`src/rtl/pcm_serial_port.sv`:
```
module pcm_serial_port (
  input  logic        clk,
  input  logic        rst_n,
  input  logic        pwr_en,
  input  logic        law_mu,
  input  logic        bclk,
  input  logic        fsync,
  input  logic        rx_a,
  input  logic        rx_b,
  output logic [15:0] rx_lin_a,
  output logic [15:0] rx_lin_b,
  output logic        rx_valid,
  input  logic [15:0] tx_lin_a,
  input  logic [15:0] tx_lin_b,
  output logic        tx_a_d,
  output logic        tx_a_oe,
  output logic        tx_b_d,
  output logic        tx_b_oe
);

  function automatic logic [7:0] mu_enc(input logic [15:0] lin);
    logic [13:0] x, mag;
    logic [2:0]  seg;
    logic [3:0]  man;
    logic [7:0]  c;
    x = lin[15:2];
    mag = x[13] ? -x : x;
    if (mag > 14'd8158) mag = 14'd8158;
    mag = mag + 14'd33;
    seg = 3'd0;
    for (int i = 0; i < 8; i++) if (mag[i+5]) seg = 3'(i);
    man = 4'(mag >> ({1'b0, seg} + 4'd1));
    c = {1'b0, seg, man};
    return x[13] ? (c ^ 8'h7F) : (c ^ 8'hFF);
  endfunction

  function automatic logic [7:0] a_enc(input logic [15:0] lin);
    logic [12:0] x, mag;
    logic [2:0]  seg;
    logic [3:0]  man;
    logic [7:0]  c;
    x = lin[15:3];
    mag = x[12] ? ~x : x;
    seg = 3'd0;
    for (int i = 5; i < 12; i++) if (mag[i]) seg = 3'(i - 4);
    man = (seg < 3'd2) ? mag[4:1] : 4'(mag >> seg);
    c = {1'b0, seg, man};
    return x[12] ? (c ^ 8'h55) : (c ^ 8'hD5);
  endfunction

  function automatic logic [15:0] mu_dec(input logic [7:0] code);
    logic [7:0]  u;
    logic [15:0] t;
    u = ~code;
    t = {8'd0, 1'b1, u[3:0], 3'b100} << u[6:4];
    t = t - 16'd132;
    return u[7] ? -t : t;
  endfunction

  function automatic logic [15:0] a_dec(input logic [7:0] code);
    logic [7:0]  a;
    logic [15:0] t;
    a = code ^ 8'h55;
    if (a[6:4] == 3'd0) t = {8'd0, a[3:0], 4'b1000};
    else                t = {7'd0, 1'b1, a[3:0], 4'b1000} << (a[6:4] - 3'd1);
    return a[7] ? t : -t;
  endfunction

  logic       bclk_q;
  logic       rx_on, tx_on;
  logic [2:0] rx_cnt, tx_cnt;
  logic [6:0] rsh_a, rsh_b;
  logic [7:0] tsh_a, tsh_b;

  wire rise = bclk & ~bclk_q;
  wire fall = ~bclk & bclk_q;
  wire done = fall & ~fsync & rx_on & (rx_cnt == 3'd7);

  always_ff @(posedge clk or negedge rst_n) begin
    if (!rst_n) begin
      bclk_q <= 1'b0; rx_on <= 1'b0; tx_on <= 1'b0;
      rx_cnt <= '0; tx_cnt <= '0; rsh_a <= '0; rsh_b <= '0;
      tsh_a <= '0; tsh_b <= '0; rx_valid <= 1'b0;
      rx_lin_a <= '0; rx_lin_b <= '0;
    end else if (!pwr_en) begin
      bclk_q <= 1'b0; rx_on <= 1'b0; tx_on <= 1'b0;
      rx_cnt <= '0; tx_cnt <= '0; rsh_a <= '0; rsh_b <= '0;
      tsh_a <= '0; tsh_b <= '0; rx_valid <= 1'b0;
      rx_lin_a <= '0; rx_lin_b <= '0;
    end else begin
      bclk_q   <= bclk;
      rx_valid <= done;
      if (fall) begin
        rsh_a <= {rsh_a[5:0], rx_a};
        rsh_b <= {rsh_b[5:0], rx_b};
        if (fsync) begin
          rx_on  <= 1'b1;
          rx_cnt <= 3'd1;
        end else if (rx_on) begin
          rx_cnt <= rx_cnt + 3'd1;
          if (rx_cnt == 3'd7) rx_on <= 1'b0;
        end
      end
      if (done) begin
        rx_lin_a <= law_mu ? mu_dec({rsh_a, rx_a}) : a_dec({rsh_a, rx_a});
        rx_lin_b <= law_mu ? mu_dec({rsh_b, rx_b}) : a_dec({rsh_b, rx_b});
      end
      if (rise) begin
        if (fsync) begin
          tx_on  <= 1'b1;
          tx_cnt <= 3'd1;
          tsh_a  <= law_mu ? mu_enc(tx_lin_a) : a_enc(tx_lin_a);
          tsh_b  <= law_mu ? mu_enc(tx_lin_b) : a_enc(tx_lin_b);
        end else if (tx_on) begin
          if (tx_cnt == 3'd0) tx_on <= 1'b0;
          else begin
            tsh_a  <= {tsh_a[6:0], 1'b0};
            tsh_b  <= {tsh_b[6:0], 1'b0};
            tx_cnt <= tx_cnt + 3'd1;
          end
        end
      end
    end
  end

  assign tx_a_d  = tsh_a[7];
  assign tx_b_d  = tsh_b[7];
  assign tx_a_oe = tx_on & pwr_en;
  assign tx_b_oe = tx_on & pwr_en;

endmodule

```
`config.mk`:
```
export PLATFORM = sky130hd
export DESIGN_NAME = pcm_serial_port
export DESIGN_NICKNAME = d
export VERILOG_FILES = /design/src/rtl/pcm_serial_port.sv
export SDC_FILE = /design/constraint.sdc
export NUM_CORES = 1
export LEC_CHECK = 0
export ABC_AREA = 0
export ABC_CLOCK_PERIOD_IN_PS = 8970
export BUFFER_PORTS_ARGS = -buffer_cell sky130_fd_sc_hd__buf_4
export CAP_MARGIN = 30
export CORE_AREA = 3 3 157 159
export DETAILED_ROUTE_END_ITERATION = 6
export DIE_AREA = 0 0 160 162
export REMOVE_ABC_BUFFERS = 1
export SYNTH_ARGS = -nofsm -noshare
export SYNTH_HDL_FRONTEND = slang
export SYNTH_SLANG_ARGS = --single-unit
export TNS_END_PERCENT = 20
```
`constraint.sdc`:
```
create_clock -name clk -period 8.97 [get_ports clk]
set_input_delay 0.4485 -clock clk [delete_from_list [all_inputs] [get_ports clk]]
set_output_delay 0.4485 -clock clk [all_outputs]
set_load 0.01 [all_outputs]
```
Yosys cells after proc, flatten, opt, wreduce, memory -nomap -nowiden
Cells that the tools add are included.
{ "word_totals": {"out_inout_bits": 37, "ff_bits": 72, "inputBits": 40, "elab_cells": 186} }
{ "classes": {"magnitude_cmp": 4, "reduce_logical": 5, "bitwise": 23, "shifts": 8, "addsub": 16, "n_eq_ne": 7, "mux": 111} }
{ "op_table": {"columns": ["operator", "count"], "rows": [
  ["$mux 16", 16],
  ["$mux 14", 10],
  ["$mux 3", 45],
  ["$mux 8", 16],
  ["$neg 16->16", 4],
  ["$shl 8x3->16", 2],
  ["$shl 9x3->16", 2],
  ["$sub 16x8->16 const B", 2],
  ["$add 14x6->14 const B", 2],
  ["$gt 14x13->1 const B", 2],
  ["$mux 7", 4],
  ["$neg 14->14", 2],
  ["$shr 14x4->4", 2],
  ["$mux 13", 2],
  ["$not 13->13", 2],
  ["$shr 13x3->4", 2],
  ["$mux 1", 16],
  ["$not 4->4", 4],
  ["$not 7->8", 2],
  ["$not 8->8", 2],
  ["$not 7->7", 2],
  ["$not 4->5", 2],
  ["$logic_not 3->1", 3],
  ["$add 3x1->4 const B", 2],
  ["other kinds (12)", 26]
]} }

Depth between registers and ports, before layout
Gate-level depths: netlist of the first run.
{ "depth": {"depth_word": 26, "depth_mapped": 17, "depth_no_buf": 15} }

Least setup slack after synthesis of the first run
No wires, ideal clock.
{ "synth_timing": {"path_type": "in2reg", "start": "input tx_lin_b[2]", "end": "register tsh_b[0]", "cell_stages": 15, "setup_time_ns": 0.131, "setup_slack_ns": 4.660, "path_buffers": 2, "arrival_ns": 4.180, "t_required_ns": 8.839, "cell_sequence": "clkbuf_1 > inv_1 > ha_1 > nor2b_1 > o31a_1 > clkbuf_1 > o31ai_1 > o2111ai_1 > or4_4 > nand2_2 > a31oi_2 > a31o_1 > or4_4 > a221oi_2 > o31ai_1"} }
{ "synth_via": {"elab_chain_cells": 26, "word_cells_on_any_way": 27, "classes_between": "add/sub (3); order compare (1); shift (1); mux (20); bitwise (2)"} }
{ "synth_rtl": {"columns": ["item", "line", "text"], "rows": [
  ["start, declared", "14", "input logic [15:0] tx_lin_b,"],
  ["$neg 14->14", "27", "mag = x[13] ? -x : x;"],
  ["$mux 14 *", "27", null],
  ["$gt 14x13->1", "28", "if (mag > 14'd8158) mag = 14'd8158;"],
  ["$mux 14 *", "28", null],
  ["$mux 14 *", "109", "if (fsync) begin"],
  ["$mux 14 *", "108", "if (rise) begin"],
  ["$mux 14 *", "85", "end else if (!pwr_en) begin"],
  ["$add 14x6->14 *", "29", "mag = mag + 14'd33;"],
  ["[10 not listed]", null, null],
  ["$add 3x1->4", "32", "man = 4'(mag >> ({1'b0, seg} + 4'd1));"],
  ["$shr 14x4->4 *", "32", null],
  ["$not 7->8 (no line) / $not 7->7 (equally long branches)", null, null],
  ["$mux 8 *", "34", "return x[13] ? (c ^ 8'h7F) : (c ^ 8'hFF);"],
  ["$mux 8 *", "113", "tsh_b <= law_mu ? mu_enc(tx_lin_b) : a_enc(tx_lin_b);"],
  ["$mux 8 *", "109", null],
  ["$mux 8 *", "108", null],
  ["$mux 8 *", "85", null],
  ["end signal, assigned", "113", null],
  ["end signal, assigned", "118", "tsh_b <= {tsh_b[6:0], 1'b0};"],
  ["end, declared", "73", "logic [7:0] tsh_a, tsh_b;"]
]} }
Mark *: on every way between the ends. The rest lies on a longest branch, timed or not. The select of a mux whose other input is x is not followed.
A chain may end at the register's enable or synchronous reset.

Final worst setup path of the first run
Same ends and word-level chain as after synthesis.

==> qor.txt, run 1 <==
Status = finished clean
Synth Instances = 1,308
Detailed Place HPWL = 19.2 mm
Clock Sinks = 68
DRC = 0
Worst min path class = in2async
Die area = 25,900 um2
Initial Util = 39.5%
RSZ-0062 raised after global routing = no
Port-buffer cells = 68
Die X = 160 um
Detailed-route via count = 9,493
Place WS = 4150 ps
WHS = 215 ps
Reg2Reg Capture Point = rx_lin_b[14]$_DFFE_PN0P_
Logic pwr share = 29.1%
Final setup margin = 4510 ps
First-pass GRT wire length = 43.8 mm
Sequential area share after synthesis = 18.4%
Setup violators final = 0
Worst path arrival time = 4670 ps
CP endpoint = tsh_b[0]$_DFFE_PN0P_
P_int = 665 uW
GRT overflow = 0
Max Clk Rate = 0.224 GHz
IO Pins = 77
Seq pwr share = 32.1%
Core area = 23,400 um2
Post-synth ARST share = 100%
Worst reg2reg path depth = 15
Layout cell share with drive strength beyond 1 = 9.71%
P&R area growth vs syn = 9.38%
Crit share post-route = 49.7%
Via density = 5.87
Final min period = 4460 ps
Sequential cell area = 1700 um2
Peak supply drop = 0.117 mV
Core Rows = 56
CTS H-tree depth = 3
Global-route usage over all layers = 19.5%
Iteration-0 DRC count of the detailed router = 825
Slew @ Worst Pin = 945 ps
Largest net degree at the start of global routing = 69
Yosys warns = 0
DR pass1 iterations = 5
Sw Pwr = 329 uW
DR WL/cell = 15.8 um
Clock root buffer = clkbuf_16
CTS Buf Count = 9
Power per cell area = 98.3 nW/um2
Synth cell types = 82
Multi-input gate area = 6980 um2
Final hold violations = 0
Seq cells post-synth = 68
Switch share = 33.1%
Tot Pwr = 994 uW
Slew Viols, Final = 0
Post-DRT Antenna Nets = 0
Post-synth EDFFs = 0
Most used DFF post-synth = dfrtp_1
Crit-path max FO = 13
Reg2Reg Setup Slack = 4580 ps
Final nets = 1,357
Relative slew slack = 37.0%
PostCTS Resize Cnt = 0
RePlAce Congestion = 0.911
Vias in the first global route = 8,674
Clock slew at reported path FFs = 60 ps
Maxcap violations = 0
Clock tree buffer depth = 2
Leakage Power = 0.00399 uW
Fill cell count = 2,490
Part of the power in the clock network = 38.7%
CTS tree = built
Cell Area, Synth = 9250 um2
Setup bufs post-CTS = 0
Required @ worst endpoint = 9180 ps
R2R Path Start = rsh_b[4]$_DFFE_PN0P_
Initial antenna violation count = 0
CP Launch Point = tx_lin_b[2]
Mean Syn Cell Area = 7.07 um2
Total Wirelength = 25.6 mm
Crit start category = primary input
Fin Clk Skew = 9.46 ps
Hold buffers post-CTS = 0
Die H = 162 um
Final TNS setup = 0 ps
Clk Latency, worst-skew pair = 330 ps
N_diodes = 0
WS Path Type = in2reg
CP endpoint kind = flop
## Yosys cell counts (all sizes together) (9+ instances only)
cell type	instances	area, um2
a31oi	22	144
mux2	11	124
nand2b	30	188
and2	10	62.6
o31ai	19	143
nor3	30	155
clkbuf	78	293
o22ai	10	62.6
nor3b	9	67.6
nand2	164	618
or3	12	75.1
and3	15	93.8
buf	24	120
a221oi	12	129
xor2	32	280
nor2	99	372
nor2b	17	106
mux2i	30	300
nor4	12	81.3
a211oi	15	113
inv	40	150
o211ai	20	150
ha	24	300
a22oi	20	150
a21o	11	82.6
a22o	10	87.6
a21oi	102	510
xnor2	52	455
nand3	33	165
a21boi	20	150
o21ai	124	621
dfrtp	68	1700
## cells in the final DEF (no fill, tap or decap), types with 21 or more instances in the layout
cell type,n
mux2i_1,30
a21oi_1,102
nand2b_1,30
nor2_1,99
buf_4,72
xor2_1,32
dfrtp_1,68
inv_1,39
xnor2_1,52
o21ai_0,120
a31oi_1,21
nand3_1,33
ha_1,24
nor3_1,29
nand2_1,163
## metrics by stage
step	area (um2)	instances	utilization (%)
6_report	10100	1617	43.2
4_1_cts	10100	1617	43.2
3_5_place_dp	9790	1601	41.8
2_1_floorplan	8850	1209	-
5_1_grt	10100	1617	43.2
3_3_place_gp	9790	1600	41.8
## final cells by class
type                       instances  share of cell area (%)
clock buffer                       9                    2.23
clock inverter                     7                   0.977
inverter                          44                    1.63
multi-input combinational       1097                    69.0
sequential                        68                    16.8
tap                              319                    3.95
timing repair buffer              73                    5.39
## flip-flops by register name, summed over array words and instances (netlist names)
register  flops
rx_lin_a     14
tsh_a         8
rsh_a         7
rx_on         1
tx_cnt        3
tx_on         1
rx_valid      1
bclk_q        1
rsh_b         7
tsh_b         8
rx_cnt        3
rx_lin_b     14
## cell families after synthesis
group,share of synthesized area [%]
buffers and inverters,6.25
adders and majority gates,3.25
xor gates and xnor gates,7.96
muxes,5.56
and+or+nand+nor,24.0
AOI/OAI and AO/OA,34.5
DFF,18.4
other,0.0406
## routing by layer
layer	wire (um)	global-route usage [%]
met5	0	0
met2	11800	31.9
met3	1000	2.35
met4	208	3.20
met1	12600	28.2
## how the worst min path moves through the flow
stage,from,to,cells after the start
after CTS,rst_n,rx_lin_a[13]$_DFFE_PN0P_,1
final,rst_n,rx_lin_a[13]$_DFFE_PN0P_,1
after global routing,rst_n,rx_lin_a[13]$_DFFE_PN0P_,1
after detailed placement,rx_lin_b[7]$_DFFE_PN0P_,rx_lin_b[7]$_DFFE_PN0P_,1
after floorplan,rst_n,bclk_q$_DFF_PN0_,0
after global placement,tsh_b[4]$_DFFE_PN0P_,tsh_b[4]$_DFFE_PN0P_,1
## worst max-delay path, stage by stage
cell and delay [ps]:
buf_4 140, inv_1 70, ha_1 250, nor2b_1 290, mux2_2 390, o31ai_1 630
o211a_1 270, nor2_1 100, a311o_1 320, a31oi_2 630, mux2i_1 160, or4_4 570
a221oi_2 300, o31ai_1 100
## power by group through the flow
stage	registers (uW)	clock network, uW	logic (uW)
CTS	319	394	288
global route	320	409	325
finish	319	385	290
detailed placement	325	0	287
global placement	325	0	285
floorplan	324	0	190
(Power assumes the default switching activity.)
==> run 2, diff against run 1 <==
Settings changed: ABC_CLOCK_PERIOD_IN_PS 8970 to 3940.
Clock period 8.97 ns to 3.94 ns, I/O delays scaled along.
==> run 2 against run 1 <==
Net effect:
- worst setup slack got worse by 4200 ps
- sequential share of layout area shrank 0.68 points
- clock power rose by 110%
- cell area up 4.2%
- highest routed layer unchanged
==> qor.txt, run 2 (synthesized netlist as in run 1, its figures left out) <==
Detailed-route via count = 9,757 (+2.8%)
P&R area growth vs syn = 14.0%
Die area = 25,900 um2 (unchanged)
Crit start category = primary input
Dpl cell area = 10,200 um2 (+4.5%)
CP cell instances = buf_4, or4_1, o41a_1, a221oi_4, buf_4, nor2_1, a21oi_1, o311a_1, a2111oi_0, a31o_1, or4_4, a221oi_2, o31ai_1
Fill cell count = 2,462 (-1.1%)
Die H = 162 um (unchanged)
RePlAce Congestion = 0.924 (+1.4%)
Clk Latency, worst-skew pair = 330 ps (about the same)
Crit share post-route = 91.7%
N_diodes = 0 (unchanged)
CP delay by family, top = compound AO/OA/AOI/OAI gates
Clock tree buffer depth = 2 (unchanged)
CTS tree = built
CTS H-tree depth = 3 (unchanged)
DR WL/cell = 15.8 um (-0.29%)
Relative slew slack = 33.5% (-3.5 points)
Multi-input gate area = 6980 um2 (unchanged)
Die X = 160 um (unchanged)
Status = finished clean
First-pass GRT wire length = 44.7 mm (+2.0%)
GRT overflow = 0 (unchanged)
Peak supply drop = 0.217 mV (+86%)
Post-DRT Antenna Nets = 0 (unchanged)
Iteration-0 DRC count of the detailed router = 723 (-12%)
Final setup margin = 326 ps (-4180 ps)
Slew @ Worst Pin = 998 ps (+52.3 ps)
Detailed Place HPWL = 20.2 mm (+5.2%)
Final min period = 3610 ps
Place WS = -6.40 ps (-4150 ps)
Layout cell share with drive strength beyond 1 = 13.5% (+3.8 points)
DRC = 0 (unchanged)
CP bufs+invs = 2 (unchanged)
Initial Util = 39.5% (unchanged)
Initial antenna violation count = 0 (unchanged)
Required @ worst endpoint = 4150 ps (-5030 ps)
WS Path Type = in2reg
Core Rows = 56 (unchanged)
Port-buffer cells = 68 (unchanged)
CTS Buf Count = 9 (unchanged)
Crit-path max FO = 10 (-3)
Final hold violations = 0 (unchanged)
Clock root buffer = clkbuf_16
DR pass1 iterations = 7 (+2)
Max incr delay on CP = 700 ps (+70 ps)
Largest net degree at the start of global routing = 69 (unchanged)
Clock Sinks = 68 (unchanged)
Vias in the first global route = 8,856 (+2.1%)
Crit path top cell by count = buf_4
Final TNS setup = 0 ps (unchanged)
Top flop regs = rx_lin_a (14), rx_lin_b (14)
Maxcap violations = 0 (unchanged)
Global-route usage over all layers = 20.0% (+0.49 points)
Final nets = 1,417 (+4.4%)
Sequential cell area = 1700 um2 (unchanged)
Worst path arrival time = 3820 ps (-850 ps)
Fin Clk Skew = 7.99 ps (-1.46 ps)
CP endpoint kind = flop
Slew Viols, Final = 0 (unchanged)
Leakage Power = 0.00427 uW (+7.1%)
Most frequent cells in the layout = nand2_1 (163), buf_4 (132), o21ai_0 (118)
Worst path slowest cell = or4_1
Most common cell after layout, fill and taps aside = nand2_1
Power per cell area = 213 nW/um2 (+120%)
Total Wirelength = 26.5 mm (+3.4%)
Setup violators final = 0 (unchanged)
Via density = 5.82 (-0.90%)
Clock slew at reported path FFs = 60 ps (about the same)
RSZ-0062 raised after global routing = no
Max Clk Rate = 0.277 GHz
Setup bufs post-CTS = 0 (unchanged)
Core area = 23,400 um2 (unchanged)
Final Instance Area = 10,500 um2 (+4.2%)
Worst min path class = in2reg
IO Pins = 77 (unchanged)
## run 2: cell count changes in the layout (fill, tap and decap cells not counted), moves of 2 or more
cell and change:
buf_4 +60, clkbuf_1 +2, o21ai_0 -2, o21ai_1 +2
## run 2: where the power goes
| group | internal (uW) | switching [uW] |
|---|---|---|
| Sequential | 714 | 12.6 |
| Combinational | 279 | 431 |
| Clock | 506 | 300 |
| Total | 1500 | 744 |
## run 2: layout make-up
| class | instances | share of cell area (%) |
|---|---|---|
| clock buffers | 12 | 2.34 |
| clock inverters | 4 | 0.463 |
| inverters | 44 | 1.57 |
| multi-input cells | 1097 | 66.2 |
| flip-flops and latches | 68 | 16.1 |
| well taps | 319 | 3.79 |
| repair buffers | 133 | 9.50 |
## run 2: path summary, 6_finish.rpt
check	start	end	slack, ps	cells past startpoint
setup / recovery	tx_lin_b[8]	tsh_b[0]$_DFFE_PN0P_	330	13
hold / removal	rx_a	rsh_a[0]$_DFFE_PN0P_	180	3
setup reg to reg	rsh_b[3]$_DFFE_PN0P_	rx_lin_b[14]$_DFFE_PN0P_	380	15
hold reg to reg	rx_lin_a[12]$_DFFE_PN0P_	rx_lin_a[12]$_DFFE_PN0P_	470	2
max in group asynchronous	rst_n	tx_on$_DFFE_PN0P_	2830	2
min in group asynchronous	rst_n	rx_lin_a[11]$_DFFE_PN0P_	510	2
## run 2: what timing repair did
| item | CTS | global route |
|---|---|---|
| resized for setup | 0 | 2 |
| hold endpoints to repair | 3 | 0 |
| setup endpoints to repair | 0 | 2 |
| hold buffers | 1 | 0 |
## run 2: stage by stage
stage | total power, uW | hold slack [ps] | util (%) | std cells
6_report | 2240 | 177 | 45.0 | 1677
5_1_grt | 2380 | 185 | 45.0 | 1677
4_1_cts | 2260 | 166 | 45.0 | 1677
3_5_place_dp | 1440 | 354 | 43.7 | 1660
3_3_place_gp | 1430 | 360 | 43.7 | 1660
2_1_floorplan | 1170 | -98.6 | - | 1209
## run 2: metal layers
metal	vias to the layer above	track usage, %	routed length, um
met5	-	0	0
met4	0	3.83	312
met3	26	2.50	1150
met2	260	33.2	12100
met1	4546	28.2	12900
li1	4925	-	-
## run 2: tightest hold or removal path, cell delays in order
cell and delay, ps:
buf_4 140, nand2_1 50, a21boi_0 60
==> run 3, diff against run 2 <==
Settings changed: CORE_AREA 3 3 157 159 to 3 3 174 142, DIE_AREA 0 0 160 162 to 0 0 177 145.
==> run 3 against run 2 <==
Net effect:
- routed wire length is 3.6% higher
- power is 0.16% lower
- via count is 1.8% higher
- clock skew is 2.3 ps lower
- register-to-register slack worse by 160 ps
- non-clock buffer count is 13 higher
- sequential cell count stayed put
- hold slack worse by 9.7 ps
- die area is 0.98% lower
- critical path depth is 1 higher
- combinational power is 2% higher
- sequential share of layout area is 0.16 points lower
==> qor.txt, run 3 (synthesized netlist as in run 1, its figures left out) <==
Status = finished clean
Hold path cells = 3 (unchanged)
First-pass GRT wire length = 44.8 mm (+0.14%)
Worst min path class = in2reg
Crit start category = flop
P&R area growth vs syn = 15.1%
Max Clk Rate = 0.269 GHz (-2.9%)
Worst path arrival time = 3950 ps (+130 ps)
Die area = 25,700 um2 (-0.98%)
Peak supply drop = 0.148 mV (-32%)
Max incr delay on CP = 520 ps (-180 ps)
Crit share post-route = 94.4% (+2.7 points)
DR pass1 iterations = 5 (-2)
Vias in the first global route = 8,818 (-0.43%)
Power per cell area = 210 nW/um2 (-1.2%)
Global-route usage over all layers = 20.4% (+0.41 points)
Largest net degree at the start of global routing = 69 (unchanged)
Die X = 177 um (+11%)
Required @ worst endpoint = 4170 ps (+20 ps)
Final Instance Area = 10,600 um2 (+1.0%)
Worst reg2reg path depth = 14 (-1)
Clock root buffer = clkbuf_16
RSZ-0062 raised after global routing = no
Detailed Place HPWL = 20.7 mm (+2.4%)
Worst Hold Launch = rx_a
Layout cell share with drive strength beyond 1 = 14.7% (+1.2 points)
Final hold violations = 0 (unchanged)
IO Pins = 77 (unchanged)
Total Wirelength = 27.4 mm (+3.6%)
Final TNS setup = 0 ps (unchanged)
Core area = 23,200 um2 (-0.82%)
Die H = 145 um (-10%)
Most frequent cells in the layout = nand2_1 (163), buf_4 (145), o21ai_0 (120)
Port-buffer cells = 68 (unchanged)
Worst path slowest cell = dfrtp_1
Iteration-0 DRC count of the detailed router = 898 (+24%)
N_diodes = 0 (unchanged)
Reg2Reg Capture Point = rx_lin_b[14]$_DFFE_PN0P_
Reg2Reg Setup Slack = 220 ps (-160 ps)
Clock Sinks = 68 (unchanged)
Fill cell count = 2,324 (-5.6%)
Slew Viols, Final = 0 (unchanged)
Via density = 5.90 (+1.4%)
Fin util = 45.9% (+0.83 points)
Crit path top cell by count = a22o_1
Leakage Power = 0.00432 uW (+1.1%)
Core Rows = 50 (-11%)
WS Path Type = reg2reg
Relative slew slack = 42.2% (+8.7 points)
CTS tree = built
Setup bufs post-CTS = 0 (unchanged)
Final min period = 3720 ps (+106 ps)
Post-DRT Antenna Nets = 0 (unchanged)
Slew @ Worst Pin = 867 ps (-131 ps)
Clock slew at reported path FFs = 60 ps (about the same)
DR WL/cell = 16.3 um (+3.2%)
Top flop regs = rx_lin_a (14), rx_lin_b (14)
Most common cell after layout, fill and taps aside = nand2_1
Dpl cell area = 10,300 um2 (+0.87%)
CTS Buf Count = 9 (unchanged)
Clock tree buffer depth = 2 (unchanged)
Maxcap violations = 0 (unchanged)
CTS H-tree depth = 3 (unchanged)
CP endpoint kind = flop
Hold EP = rsh_a[0]$_DFFE_PN0P_
DRC = 0 (unchanged)
Final nets = 1,430 (+0.92%)
Clk Latency, worst-skew pair = 340 ps (about the same)
RePlAce Congestion = 0.908 (-1.7%)
Setup violators final = 0 (unchanged)
Fin Clk Skew = 5.71 ps (-2.28 ps)
R2R Path Start = rsh_b[3]$_DFFE_PN0P_
CP cell instances = nor2_1, a22o_1, nand2_1, ha_1, nand2b_1, a21boi_0, buf_4, xnor2_1, o21ai_0, and3_1, a41oi_1, xor2_1, a21oi_1, a22o_1
Detailed-route via count = 9,929 (+1.8%)
Initial antenna violation count = 0 (unchanged)
GRT overflow = 0 (unchanged)
Crit-path max FO = 13 (+3)
Initial Util = 39.8% (+0.33 points)
[run 3: changes by cell type in the layout (fill, tap and decap cells not counted), sizes merged]
| cell | delta |
|---|---|
| bufinv | -1 |
| clkinv | -3 |
| inv | +1 |
| buf | +13 |
| clkinvlp | +3 |
[run 3: layer usage]
layer,GRT usage (%),share of wire (%),vias up
li1,-,-,4938
met1,31.2,50,4610
met2,31.2,43,350
met3,2.25,5.8,31
met4,3.49,1.1,0
met5,0,0,-
[run 3: cell type report]
| cell class | instances | area [um2] | area share [%] |
|---|---|---|---|
| clock buffers | 12 | 267 | 2.50 |
| clock inverters | 4 | 31.3 | 0.294 |
| inverters | 44 | 165 | 1.55 |
| multi-input cells | 1097 | 6990 | 65.7 |
| flip-flops and latches | 68 | 1700 | 16.0 |
| well taps | 312 | 390 | 3.67 |
| repair buffers | 146 | 1100 | 10.3 |
[run 3: what timing repair did]
action	4_1_cts	5_1_grt
hold buffers	1	0
setup endpoints to repair	0	3
hold endpoints to repair	6	0
resized for setup	0	3
[run 3: worst max-delay path by stage]
stage,from,depth (start not counted),end,slack [ps]
floorplan,tx_lin_b[2],13,tsh_b[0]$_DFFE_PN0P_,150
global placement,tx_lin_b[2],15,tsh_b[2]$_DFFE_PN0P_,80
detailed placement,tx_lin_b[2],15,tsh_b[2]$_DFFE_PN0P_,40
CTS,rsh_b[3]$_DFFE_PN0P_,14,rx_lin_b[14]$_DFFE_PN0P_,300
global route,rsh_b[3]$_DFFE_PN0P_,14,rx_lin_b[11]$_DFFE_PN0P_,10
finish,rsh_b[3]$_DFFE_PN0P_,14,rx_lin_b[14]$_DFFE_PN0P_,220
[run 3: power breakdown]
group | total (uW) | switching, uW | internal (uW)
Sequential | 728 | 14.3 | 714
Combinational | 725 | 437 | 288
Clock | 786 | 307 | 479
[run 3: through the flow]
stage | hold WS (ps) | power (uW) | std cells | worst slack [ps]
after floorplan | -98.6 | 1170 | 1209 | 151
after global placement | 355 | 1450 | 1666 | 78.0
after detailed placement | 365 | 1450 | 1666 | 41.5
after CTS | 151 | 2250 | 1683 | 297
final | 168 | 2240 | 1683 | 220
after global routing | 177 | 2370 | 1683 | 11.2
[run 3: critical path, delay by kind of cell (launching register included)]
family	cells	cell delay, ps
AO/OA/AOI/OAI	6	1560
XOR/XNOR	2	310
adder cells (fa/ha/maj)	1	220
buffers and inverters	1	190
flip-flops	1	520
AND/OR/NAND/NOR	4	780
